File: config.mk
export PLATFORM = sky130hd
export DESIGN_NAME = mdio_master
export DESIGN_NICKNAME = d
export VERILOG_FILES = /design/src/rtl/mdio_pkg.sv /design/src/rtl/mdio_clkdiv.sv /design/src/rtl/mdio_fsm.sv /design/src/rtl/mdio_master.sv
export SDC_FILE = /design/constraint.sdc
export NUM_CORES = 1
export LEC_CHECK = 0
export BUFFER_PORTS_ARGS = -buffer_cell sky130_fd_sc_hd__buf_2
export CAP_MARGIN = 10
export CORE_ASPECT_RATIO = 0.9
export CORE_MARGIN = 5
export CORE_UTILIZATION = 60
export CTS_CLUSTER_DIAMETER = 60
export CTS_CLUSTER_SIZE = 24
export DETAILED_ROUTE_END_ITERATION = 8
export PLACE_DENSITY = 0.84
export SYNTH_ARGS = -nofsm -noshare
export SYNTH_HDL_FRONTEND = slang
export SYNTH_SLANG_ARGS = --single-unit
export TNS_END_PERCENT = 30
File: constraint.sdc
create_clock -name clk -period 4.3 [get_ports clk]
set_input_delay 0.215 -clock clk [delete_from_list [all_inputs] [get_ports clk]]
set_output_delay 0.215 -clock clk [all_outputs]
set_load 0.03 [all_outputs]
File: src/rtl/mdio_pkg.sv
package mdio_pkg;

    // Frame geometry, in MDC bit periods
    localparam int PRE_LEN   = 32;
    localparam int PHY_W     = 5;
    localparam int REGA_W    = 5;
    localparam int WORD_W    = 16;
    localparam int HDR_LEN   = 2 + 2 + PHY_W + REGA_W;
    localparam int TA_LEN    = 2;
    localparam int SHIFT_W   = HDR_LEN + TA_LEN + WORD_W;
    localparam int BITCNT_W  = $clog2(PRE_LEN + 1);
    localparam int DIV_W     = 7;

    typedef enum logic [2:0] {
        ST_IDLE,
        ST_PRE,
        ST_HDR,
        ST_TURN,
        ST_DATA,
        ST_DONE
    } mdio_state_e;

    // Divider code to MDC period; reserved codes fall back to the slowest ratio
    function automatic logic [DIV_W-1:0] div_ratio(input logic [2:0] code);
        logic [DIV_W-1:0] r;
        unique case (code)
            3'd0:    r = 7'd42;
            3'd1:    r = 7'd62;
            3'd2:    r = 7'd16;
            3'd3:    r = 7'd26;
            3'd4:    r = 7'd102;
            default: r = 7'd124;
        endcase
        return r;
    endfunction

endpackage

File: src/rtl/mdio_clkdiv.sv
module mdio_clkdiv
    import mdio_pkg::*;
(
    input  logic       clk,
    input  logic       rst_n,
    input  logic       run,
    input  logic [2:0] code,
    output logic       mdc,
    output logic       rise_tick,
    output logic       fall_tick
);

    logic [DIV_W-1:0] cnt;
    logic [DIV_W-1:0] ratio;
    logic [DIV_W-1:0] half;

    always_comb begin
        ratio     = div_ratio(code);
        half      = ratio >> 1;
        rise_tick = run && (cnt == half - 7'd1);
        fall_tick = run && (cnt == ratio - 7'd1);
    end

    always_ff @(posedge clk) begin
        if (!rst_n || !run) begin
            cnt <= '0;
            mdc <= 1'b0;
        end else if (fall_tick) begin
            cnt <= '0;
            mdc <= 1'b0;
        end else begin
            cnt <= cnt + 7'd1;
            if (rise_tick) begin
                mdc <= 1'b1;
            end
        end
    end

endmodule

File: src/rtl/mdio_fsm.sv
module mdio_fsm
    import mdio_pkg::*;
(
    input  logic              clk,
    input  logic              rst_n,
    input  logic              start,
    input  logic              start_wr,
    input  logic [PHY_W-1:0]  start_phy,
    input  logic [REGA_W-1:0] start_reg,
    input  logic [WORD_W-1:0] start_data,
    input  logic              rise_tick,
    input  logic              fall_tick,
    input  logic              mdio_i,
    output mdio_state_e       state,
    output logic              mdio_o,
    output logic              mdio_oe,
    output logic [WORD_W-1:0] rx_data
);

    mdio_state_e         nxt;
    logic                wr_l;
    logic [SHIFT_W-1:0]  tx_shift;
    logic [WORD_W-1:0]   rx_shift;
    logic [BITCNT_W-1:0] bit_cnt;
    logic [BITCNT_W-1:0] seg_len;
    logic                seg_last;
    logic                in_frame;
    logic                shifting;

    // Length of the current segment in bit periods
    always_comb begin
        unique case (state)
            ST_PRE:  seg_len = BITCNT_W'(PRE_LEN);
            ST_HDR:  seg_len = BITCNT_W'(HDR_LEN);
            ST_TURN: seg_len = BITCNT_W'(TA_LEN);
            ST_DATA: seg_len = BITCNT_W'(WORD_W);
            default: seg_len = BITCNT_W'(1);
        endcase
        seg_last = (bit_cnt == seg_len - BITCNT_W'(1));
        in_frame = (state != ST_IDLE) && (state != ST_DONE);
        shifting = (state == ST_HDR) || (state == ST_TURN) || (state == ST_DATA);
    end

    // Next-state logic
    always_comb begin
        nxt = state;
        unique case (state)
            ST_IDLE: if (start)                 nxt = ST_PRE;
            ST_PRE:  if (fall_tick && seg_last) nxt = ST_HDR;
            ST_HDR:  if (fall_tick && seg_last) nxt = ST_TURN;
            ST_TURN: if (fall_tick && seg_last) nxt = ST_DATA;
            ST_DATA: if (fall_tick && seg_last) nxt = ST_DONE;
            ST_DONE:                            nxt = ST_IDLE;
            default:                            nxt = ST_IDLE;
        endcase
    end

    // State register
    always_ff @(posedge clk) begin
        if (!rst_n) begin
            state <= ST_IDLE;
        end else begin
            state <= nxt;
        end
    end

    // Datapath: bit counter, transmit and receive shifters
    always_ff @(posedge clk) begin
        if (!rst_n) begin
            wr_l     <= 1'b0;
            tx_shift <= '0;
            rx_shift <= '0;
            bit_cnt  <= '0;
        end else if (state == ST_IDLE && start) begin
            wr_l     <= start_wr;
            tx_shift <= {2'b01, (start_wr ? 2'b01 : 2'b10), start_phy, start_reg,
                         2'b10, start_data};
            bit_cnt  <= '0;
        end else begin
            if (fall_tick && in_frame) begin
                bit_cnt <= seg_last ? '0 : bit_cnt + BITCNT_W'(1);
                if (shifting) begin
                    tx_shift <= {tx_shift[SHIFT_W-2:0], 1'b0};
                end
            end
            if (rise_tick && state == ST_DATA) begin
                rx_shift <= {rx_shift[WORD_W-2:0], mdio_i};
            end
        end
    end

    // Output decode from the registered state
    always_comb begin
        unique case (state)
            ST_PRE: begin
                mdio_o  = 1'b1;
                mdio_oe = 1'b1;
            end
            ST_HDR: begin
                mdio_o  = tx_shift[SHIFT_W-1];
                mdio_oe = 1'b1;
            end
            ST_TURN, ST_DATA: begin
                mdio_o  = tx_shift[SHIFT_W-1];
                mdio_oe = wr_l;
            end
            default: begin
                mdio_o  = 1'b1;
                mdio_oe = 1'b0;
            end
        endcase
        rx_data = rx_shift;
    end

endmodule

File: src/rtl/mdio_master.sv
module mdio_master
    import mdio_pkg::*;
#(
    parameter int                ADDR_W   = 8,
    parameter logic [ADDR_W-1:0] CMD_OFS  = 'h48,
    parameter logic [ADDR_W-1:0] DATA_OFS = 'h4C
) (
    input  logic              clk,
    input  logic              rst_n,
    input  logic              csr_we,
    input  logic [ADDR_W-1:0] csr_addr,
    input  logic [31:0]       csr_wdata,
    output logic [31:0]       csr_rdata,
    output logic              mdc,
    output logic              mdio_o,
    output logic              mdio_oe,
    input  logic              mdio_i
);

    mdio_state_e       state;
    logic              busy;
    logic              run;
    logic              cmd_hit;
    logic              data_hit;
    logic              start;
    logic              wr_q;
    logic [PHY_W-1:0]  phy_q;
    logic [6:0]        reg_q;
    logic [2:0]        div_q;
    logic [WORD_W-1:0] data_q;
    logic [WORD_W-1:0] rx_data;
    logic              rise_tick;
    logic              fall_tick;
    logic              unused_bits;

    assign busy        = (state != ST_IDLE);
    assign run         = busy && (state != ST_DONE);
    assign cmd_hit     = csr_we && (csr_addr == CMD_OFS);
    assign data_hit    = csr_we && (csr_addr == DATA_OFS);
    assign start       = cmd_hit && !busy && csr_wdata[0];
    assign unused_bits = ^{csr_wdata[31:23], csr_wdata[19:17], csr_wdata[11],
                           csr_wdata[3:2]};

    // Command fields: writable only while idle
    always_ff @(posedge clk) begin
        if (!rst_n) begin
            wr_q  <= 1'b0;
            phy_q <= '0;
            reg_q <= '0;
            div_q <= '0;
        end else if (cmd_hit && !busy) begin
            wr_q  <= csr_wdata[1];
            phy_q <= csr_wdata[16:12];
            reg_q <= csr_wdata[10:4];
            div_q <= csr_wdata[22:20];
        end
    end

    // Data register: a finished read has priority over a host write
    always_ff @(posedge clk) begin
        if (!rst_n) begin
            data_q <= '0;
        end else if (state == ST_DONE && !wr_q) begin
            data_q <= rx_data;
        end else if (data_hit) begin
            data_q <= csr_wdata[WORD_W-1:0];
        end
    end

    always_comb begin
        csr_rdata = '0;
        if (csr_addr == CMD_OFS) begin
            csr_rdata[22:20] = div_q;
            csr_rdata[16:12] = phy_q;
            csr_rdata[10:4]  = reg_q;
            csr_rdata[1]     = wr_q;
            csr_rdata[0]     = busy;
        end else if (csr_addr == DATA_OFS) begin
            csr_rdata[WORD_W-1:0] = data_q;
        end
    end

    mdio_clkdiv u_div (
        .clk       (clk),
        .rst_n     (rst_n),
        .run       (run),
        .code      (div_q),
        .mdc       (mdc),
        .rise_tick (rise_tick),
        .fall_tick (fall_tick)
    );

    mdio_fsm u_fsm (
        .clk        (clk),
        .rst_n      (rst_n),
        .start      (start),
        .start_wr   (csr_wdata[1]),
        .start_phy  (csr_wdata[16:12]),
        .start_reg  (csr_wdata[8:4]),
        .start_data (data_q),
        .rise_tick  (rise_tick),
        .fall_tick  (fall_tick),
        .mdio_i     (mdio_i),
        .state      (state),
        .mdio_o     (mdio_o),
        .mdio_oe    (mdio_oe),
        .rx_data    (rx_data)
    );

endmodule

==> qor_table.md, run 1 <==
| Stage | Quantity | Reported |
|---|---|---|
| status | Run status | finished, final reports clean |
| clock tree | Source-to-sink clock delay at the later pin of the worst-skew pair | 0.38 ns |
| pwr | Switching fraction of total power | 24.4% |
| place | Port Buf Inserts | 54 |
| finish | Fraction of the core area covered by cells at the end of the flow | 67.0% |
| clock tree | Post-cts repair resize count | 0 |
| worst setup path | Reg2reg path depth | 9 |
| pwr | IR Drop Worst-Case VDD | 0.239 mV |
| clock tree | TritonCTS Buffers | 9 |
| pwr | Share of total power in the clock network | 39.0% |
| global routing | Global-route wire length before repair | 19.4 mm |
| finish | Leading cell type in the layout, fill and taps excluded | sky130_fd_sc_hd__dfxtp_1 |
| synth | Fraction of the yosys area taken by sequential cells | 41.0% |
| clock tree | Clk root buf | sky130_fd_sc_hd__clkbuf_8 |
| worst hold path | Beginning of the worst hold path | mdio_i |
| route | Vias after detailed routing | 4183 |
| worst setup path | CP arrival | 3.46 ns |
| timing | Maximum clock frequency | 311 MHz |
| finish | Diodes inserted | 0 |
| floorplan | Width of the die | 104 um |
| clock tree | TritonCTS sink count | 98 |
| clock tree | CTS H-tree lvls | 3 |
| timing | Unrepaired setup endpoints after global routing | false |
| route | Routed metal-1 wire length | 5.11 mm |
| route | Routed met2 length | 5.50 mm |
| place | Post-placement setup slack | 1.18 ns |
| pwr | Switching Power | 389 uW |
| pwr | Combinational fraction of design power | 4.0% |
| place | Routability congestion estimate | 0.841 |
| global routing | Antenna violations before repair | 0 |
| route | Antenna-violating nets left | 0 |
| timing | Accumulated negative setup slack | 0 ns |
| global routing | Pin count of the biggest net entering global routing | 60 |
| synth | Synth warnings | 0 |
| timing | Fin crit share | 74.9% |
| global routing | Number of global-route vias before repair | 3983 |
| floorplan | Die Outline Area | 0.00986 mm^2 |
| global routing | Total routing usage reported by global routing | 24.0% |
| floorplan | Core Footprint | 0.00766 mm^2 |
| global routing | Gr ovfl total | 0 |
| worst setup path | Reg2reg end | u_fsm.tx_shift[20] |
| pwr | Power density cells | 311 mW/mm^2 |
| route | Amount of wire on met3 after detailed routing | 795 um |
| worst setup path | Worst Setup Start Kind | flop |
| clock tree | CTS tree | done |
| worst setup path | Reg-to-reg setup timing slack | 1.08 ns |
| timing | Slew at the pin closest to its max-slew limit | 1.12 ns |
| pwr | Static leakage | 0.00182 uW |
| finish | Post-route insts no fill | 685 |
| route | Final wirelength | 11.6 mm |
| route | DRC viols | 0 |
| finish | Fraction of final layout cells sized beyond drive strength 1 | 15.1% |
| worst setup path | Cells along the critical path | inv_1 -> o21ai_0 -> ha_1 -> xor2_1 -> nand2_1 -> or3_1 -> or3_1 -> nand3_1 -> a21oi_1 |
| finish | Number of nets in the finished design | 632 |
| synth | Cell types occupying the most area after synthesis | sky130_fd_sc_hd__dfxtp_1, sky130_fd_sc_hd__mux2i_1, sky130_fd_sc_hd__nand2_1 |
| floorplan | Die Ht | 94.7 um |
| route | Average routed wire per standard cell | 16.9 um |
| synth | Cell area after synthesis | 0.00478 mm^2 |
| synth | Cells after synthesis | 565 |
| synth | Mean instance size in the synthesized netlist | 8.46 um^2 |
| worst setup path | Beginning of the worst register-to-register path | div_q[1] |
| synth | Distinct cells, synth | 54 |
| synth | Flip-flop and latch count after synthesis | 98 |
| place | Hpwl dp | 8.08 mm |
| place | Dpl cells | 669 |
| route | DR pass1 iterations | 5 |
| route | Initial DRC count | 341 |
| synth | Top FF cell, synth | sky130_fd_sc_hd__dfxtp_1 |
| worst setup path | CP Max Fanout | 32 |
| timing | Minimum period implied by the final worst setup slack | 3.22 ns |
| timing | Setup violations, final | 0 |
| route | Routed vias/inst | 6.11 |
| pwr | Reg power frac | 57.0% |
| worst hold path | Worst Hold Endpoint | u_fsm.rx_data[0] |
| clock tree | Clock slew at the register clock pins of the worst setup and hold paths | 0.10 ns |
| job | Number of violations of the max-capacitance limit | 0 |
| synth | Area share of the leading cell type in the synthesized netlist | 41.0% |
| worst setup path | Critical path data required time | 4.54 ns |
| clock tree | Count of hold-fix buffers inserted at cts | 0 |
| worst hold path | Class of the worst hold path | in2reg |
| pwr | Post-layout power | 1590 uW |
| worst setup path | Worst path slowest cell | sky130_fd_sc_hd__or3_1 |
| timing | Setup slack of the critical path after layout | 1.08 ns |
| pwr | Internal power | 1200 uW |
| synth | Number of flops mapped to enable cells by yosys | 0 |
| floorplan | Core Rows | 30 |
| floorplan | Starting density of the core | 62.4% |
| timing | Number of pins exceeding their max-slew limit in the final report | 0 |
| timing | Final hold violation count | 0 |
| route | Highest metal layer with signal wires | met4 |
| clock tree | Clock tree buffer depth | 2 |
| worst setup path | Kind of critical path | reg2reg |
| finish | Most frequent cells in the layout | sky130_fd_sc_hd__dfxtp_1, sky130_fd_sc_hd__nand2_1, sky130_fd_sc_hd__buf_2 |
| synth | Share of flip-flops with an asynchronous set or reset after synthesis | 0% |
| synth | Dominant cell type by area after synthesis | sky130_fd_sc_hd__dfxtp_1 |
| worst hold path | Worst hold stages | 3 |
| clock tree | Number of setup buffers added after CTS | 0 |
| timing | Slew HR | 25.5% |
| finish | Post-synthesis to final-layout area growth | 7.28% |
| floorplan | Number of ports placed on the die boundary | 79 |
| timing | Largest clock skew in the final design | 0.00746 ns |
| worst setup path | Slowest cell delay on critical path | 0.80 ns |
| worst setup path | Most frequent cell on the critical path | sky130_fd_sc_hd__or3_1 |
| worst setup path | Endpoint class of the critical path | flop |
[critical path: cells and delay by family, from the launching register on]
| kind | cells | cell delay (ns) |
|---|---|---|
| AOI/OAI and AO/OA | 2 | 0.28 |
| xor gates and xnor gates | 1 | 0.16 |
| adders and majority gates | 1 | 0.29 |
| buffers and inverters | 1 | 0.15 |
| DFF | 1 | 0.56 |
| and+or+nand+nor | 4 | 1.63 |
[flip-flops by register name, indices dropped and copies added, names as in the netlist]
name            flops
data_q             16
div_q               3
phy_q               5
reg_q               7
u_div.cnt           7
u_div.mdc           1
u_fsm.bit_cnt       6
u_fsm.rx_data      16
u_fsm.state         3
u_fsm.tx_shift     32
u_fsm.wr_l          1
wr_q                1
[worst max-delay path by stage]
stage                         from            endpoint  slack (ns)
after detailed placement  div_q[1]  u_fsm.tx_shift[20]        1.18
after CTS                 div_q[1]  u_fsm.tx_shift[20]        1.13
final                     div_q[1]  u_fsm.tx_shift[20]        1.08
after global routing      div_q[1]  u_fsm.tx_shift[20]        0.90
after floorplan           div_q[2]  u_fsm.tx_shift[11]        1.82
after global placement    div_q[1]  u_fsm.tx_shift[11]        1.24
[cells in the mapped netlist, types with 14 or more instances]
master,number
sky130_fd_sc_hd__a21oi_1,51
sky130_fd_sc_hd__buf_2,19
sky130_fd_sc_hd__buf_4,16
sky130_fd_sc_hd__nand2_1,85
sky130_fd_sc_hd__nor2_1,40
sky130_fd_sc_hd__nand3_1,28
sky130_fd_sc_hd__a22oi_1,21
sky130_fd_sc_hd__a22o_1,14
sky130_fd_sc_hd__clkbuf_1,19
sky130_fd_sc_hd__a211oi_1,17
sky130_fd_sc_hd__mux2i_1,34
sky130_fd_sc_hd__dfxtp_1,98
sky130_fd_sc_hd__o21ai_0,14
[layout make-up]
class	instances	area, um^2
Timing Repair Buffer	59	308
Multi-Input combinational cell	410	2510
Clock buffer	9	124
Inverter	6	22.5
Sequential cell	98	1960
Fill cell	641	2530
Tap cell	96	120
Clock inverter	7	83.8
[layer usage]
layer | GRT usage, % | vias to the layer above
met3 | 6.22 | 21
met5 | 0 | -
li1 | - | 2007
met1 | 32.1 | 1996
met2 | 38.5 | 159
met4 | 7.12 | 0
[cells by family (layout without fill, tap and decap cells)]
| logic type | count (synthesis) | in the layout | synth area share (%) |
|---|---|---|---|
| mux | 34 | 34 | 7.12 |
| flops | 98 | 98 | 41.0 |
| fa+ha+maj | 4 | 4 | 1.05 |
| xor+xnor | 18 | 18 | 3.30 |
| compound gates | 132 | 132 | 17.9 |
| other cells | 1 | 12 | 0.0784 |
| simple gates | 210 | 210 | 21.6 |
| buf+inv | 68 | 81 | 7.90 |
[power by group through the flow]
stage,registers [uW],logic [uW],clock network [uW]
floorplan,929,46.1,0
global placement,929,61.1,0
detailed placement,929,62.4,0
CTS,908,62.8,630
global route,909,68.3,672
finish,908,63.7,621
[metrics by stage]
step / instance area, um^2 / hold WS, ns
after floorplan: 4820 / 0.355
after global placement: 4920 / 0.438
after detailed placement: 4920 / 0.443
after CTS: 5130 / 0.0638
after global routing: 5130 / 0.0633
final: 5130 / 0.0727
(Power assumes the default switching activity.)
==> inputs of run 2 (changes only) <==
--- a/config.mk
+++ b/config.mk
@@ -9,11 +9,11 @@
 export CAP_MARGIN = 10
 export CORE_ASPECT_RATIO = 0.9
 export CORE_MARGIN = 5
-export CORE_UTILIZATION = 60
+export CORE_UTILIZATION = 51
 export CTS_CLUSTER_DIAMETER = 60
 export CTS_CLUSTER_SIZE = 24
 export DETAILED_ROUTE_END_ITERATION = 8
-export PLACE_DENSITY = 0.84
+export PLACE_DENSITY = 0.76
 export SYNTH_ARGS = -nofsm -noshare
 export SYNTH_HDL_FRONTEND = slang
 export SYNTH_SLANG_ARGS = --single-unit
==> constraint.sdc (replaced) <==
create_clock -name clk -period 2.7 [get_ports clk]
set_input_delay 0.135 -clock clk [delete_from_list [all_inputs] [get_ports clk]]
set_output_delay 0.135 -clock clk [all_outputs]
set_load 0.03 [all_outputs]
==> run 2 against run 1 <==
Sequential share of layout area down 1.1 points. Critical path type unchanged. Sequential cell count unchanged. Clock power up 46%. Routed wire length down 0.81%. Worst setup slack worse by 0.93 ns. Maximum frequency up 26%. Clock skew up 0.0038 ns.
==> qor_table.md, run 2 (same netlist as run 1, synthesis figures left out) <==
| Stage | Quantity | Reported | vs previous |
|---|---|---|---|
| finish | Post-synthesis to final-layout area growth | 10.4% |  |
| floorplan | Die Ht | 102 um | +7.6% |
| global routing | Gr ovfl total | 0 | unchanged |
| finish | Register with the most flip-flops | u_fsm.tx_shift |  |
| worst setup path | Most frequent cell on the critical path | sky130_fd_sc_hd__or3_1 |  |
| floorplan | Number of ports placed on the die boundary | 79 | unchanged |
| timing | Fin crit share | 94.4% | +20 points |
| timing | Setup slack of the critical path after layout | 0.150 ns | -0.931 ns |
| pwr | Static leakage | 0.00189 uW | +4.2% |
| route | Vias after detailed routing | 4128 | -1.3% |
| worst setup path | Cells along the critical path | inv_1 -> o21ai_0 -> ha_1 -> xor2_1 -> nand2_1 -> or3_1 -> or3_1 -> buf_4 -> nand3_1 -> a21oi_1 |  |
| route | Average routed wire per standard cell | 15.8 um | -6.5% |
| floorplan | Core Footprint | 0.00913 mm^2 | +19% |
| finish | Fraction of final layout cells sized beyond drive strength 1 | 17.5% | +2.4 points |
| global routing | Number of global-route vias before repair | 3857 | -3.2% |
| timing | Setup violations, final | 0 | unchanged |
| pwr | IR Drop Worst-Case VDD | 0.349 mV | +46% |
| finish | Leading cell type in the layout, fill and taps excluded | sky130_fd_sc_hd__dfxtp_1 |  |
| worst setup path | Endpoint class of the critical path | flop |  |
| clock tree | TritonCTS Buffers | 9 | unchanged |
| finish | Final design area excluding fillers | 0.00528 mm^2 | +3.0% |
| worst setup path | Slowest cell delay on critical path | 0.38 ns | -0.42 ns |
| floorplan | Width of the die | 112 um | +7.7% |
| job | Number of violations of the max-capacitance limit | 0 | unchanged |
| route | Initial DRC count | 244 | -28% |
| global routing | Total routing usage reported by global routing | 20.0% | -4.0 points |
| finish | Fillers | 807 | +26% |
| clock tree | Source-to-sink clock delay at the later pin of the worst-skew pair | 0.37 ns | about the same |
| clock tree | CTS H-tree lvls | 3 | unchanged |
| finish | Number of flip-flops in the largest register | 32 | unchanged |
| worst setup path | CP Max Fanout | 32 | unchanged |
| finish | Footprint of the multi-input gates | 0.00251 mm^2 | +0.20% |
| place | Routability congestion estimate | 0.887 | +5.5% |
| finish | Number of nets in the finished design | 648 | +2.5% |
| timing | Final hold violation count | 0 | unchanged |
| global routing | Global-route wire length before repair | 18.7 mm | -3.4% |
| timing | Slew HR | 56.4% | +31 points |
| finish | Diodes inserted | 0 | unchanged |
| finish | Footprint of the flip-flops and latches | 0.00196 mm^2 | about the same |
| place | Hpwl dp | 8.00 mm | -1.1% |
| global routing | Pin count of the biggest net entering global routing | 60 | unchanged |
| worst setup path | Worst Setup Start Kind | flop |  |
| finish | Fraction of the core area covered by cells at the end of the flow | 57.9% | -9.1 points |
| timing | Number of pins exceeding their max-slew limit in the final report | 0 | unchanged |
| route | Antenna-violating nets left | 0 | unchanged |
| worst setup path | Kind of critical path | reg2reg |  |
| worst setup path | Critical path data required time | 2.92 ns | -1.62 ns |
| worst setup path | CP arrival | 2.77 ns | -0.69 ns |
| clock tree | Clk root buf | sky130_fd_sc_hd__clkbuf_8 |  |
| floorplan | Core Rows | 33 | +10% |
| clock tree | Clock tree buffer depth | 2 | unchanged |
| global routing | Antenna violations before repair | 0 | unchanged |
| place | Post-placement setup slack | 0.193 ns | -0.983 ns |
| clock tree | CTS tree | done |  |
| route | Final wirelength | 11.5 mm | -0.81% |
| place | Standard cell area after detailed placement | 0.00508 mm^2 | +3.2% |
| timing | Maximum clock frequency | 392 MHz | +26% |
| status | Run status | finished, final reports clean |  |
| timing | Unrepaired setup endpoints after global routing | false |  |
| floorplan | Starting density of the core | 52.4% | -10 points |
| route | DRC viols | 0 | unchanged |
| worst hold path | Class of the worst hold path | in2reg |  |
| worst setup path | Worst path slowest cell | sky130_fd_sc_hd__or3_1 |  |
| clock tree | TritonCTS sink count | 98 | unchanged |
| finish | Most frequent cells in the layout | sky130_fd_sc_hd__dfxtp_1, sky130_fd_sc_hd__nand2_1, sky130_fd_sc_hd__buf_2 |  |
| clock tree | Clock slew at the register clock pins of the worst setup and hold paths | 0.10 ns | about the same |
| timing | Accumulated negative setup slack | 0 ns | unchanged |
| timing | Minimum period implied by the final worst setup slack | 2.55 ns | -0.669 ns |
| timing | Largest clock skew in the final design | 0.0113 ns | +0.00383 ns |
| route | Routed vias/inst | 5.68 | -7.0% |
| timing | Slew at the pin closest to its max-slew limit | 0.654 ns | -0.464 ns |
| place | Port Buf Inserts | 54 | unchanged |
| route | DR pass1 iterations | 5 | unchanged |
| pwr | Power density cells | 465 mW/mm^2 | +50% |
| floorplan | Die Outline Area | 0.0114 mm^2 | +16% |
==> run 2: cell count changes in the layout (fill, tap and decap cells not counted), sizes merged <==
cell / delta
buf: +15
bufinv: -1
dlygate4sd3: +1
inv: +1
==> run 2: metal layers <==
| metal | part of all wire, % | up-vias | track usage (%) |
|---|---|---|---|
| met5 | 0 | - | 0 |
| met4 | 1.3 | 0 | 5.45 |
| met3 | 5.2 | 13 | 3.26 |
| met2 | 48 | 112 | 33.7 |
| met1 | 45 | 1962 | 27.0 |
| li1 | - | 2041 | - |
==> run 2: what timing repair did <==
| item | 4_1_cts | 5_1_grt |
|---|---|---|
| hold buffers | 1 | 0 |
| resized for setup | 0 | 2 |
| buffers inserted | 0 | 0 |
| hold endpoints to repair | 1 | 0 |
| setup endpoints to repair | 0 | 3 |
==> run 2: per-stage QoR <==
| step | hold WS (ns) | std cells | power, uW |
|---|---|---|---|
| 6_report | 0.00357 | 727 | 2450 |
| 2_1_floorplan | 0.275 | 576 | 1550 |
| 4_1_cts | 0.00185 | 727 | 2470 |
| 3_5_place_dp | 0.387 | 710 | 1580 |
| 3_3_place_gp | 0.383 | 710 | 1580 |
| 5_1_grt | 0.0152 | 727 | 2530 |
==> run 2: area by class of cell <==
type	instances	share of cell area, %
clock inverters	7	1.16
flip-flops and latches	98	37.2
well taps	122	2.89
inverters	6	0.427
repair buffers	75	8.39
multi-input cells	410	47.6
clock buffers	9	2.35
==> run 2: final timing paths <==
path / slack (ns) / start / cells after the start / end
worst max-delay path: 0.15 / div_q[1] / 10 / u_fsm.tx_shift[18]
worst min-delay path: 0.004 / csr_wdata[20] / 3 / div_q[0]
worst max register to register: 0.15 / div_q[1] / 10 / u_fsm.tx_shift[18]
worst min register to register: 0.45 / u_div.mdc / 2 / u_div.mdc
==> run 2: power breakdown <==
part / leakage [uW] / internal, uW / total, uW / switching (uW)
sequential: 0.000789 / 1450 / 1450 / 0.924
clock: 0.0000940 / 355 / 904 / 550
combinational: 0.00101 / 28.5 / 104 / 75.1
==> run 2: worst max-delay path: cells and delay by family (launching register included) <==
| kind | cells | cell delay (ns) |
|---|---|---|
| flops | 1 | 0.34 |
| xor+xnor | 1 | 0.17 |
| fa+ha+maj | 1 | 0.30 |
| compound gates | 2 | 0.31 |
| simple gates | 4 | 0.92 |
| buf+inv | 2 | 0.35 |
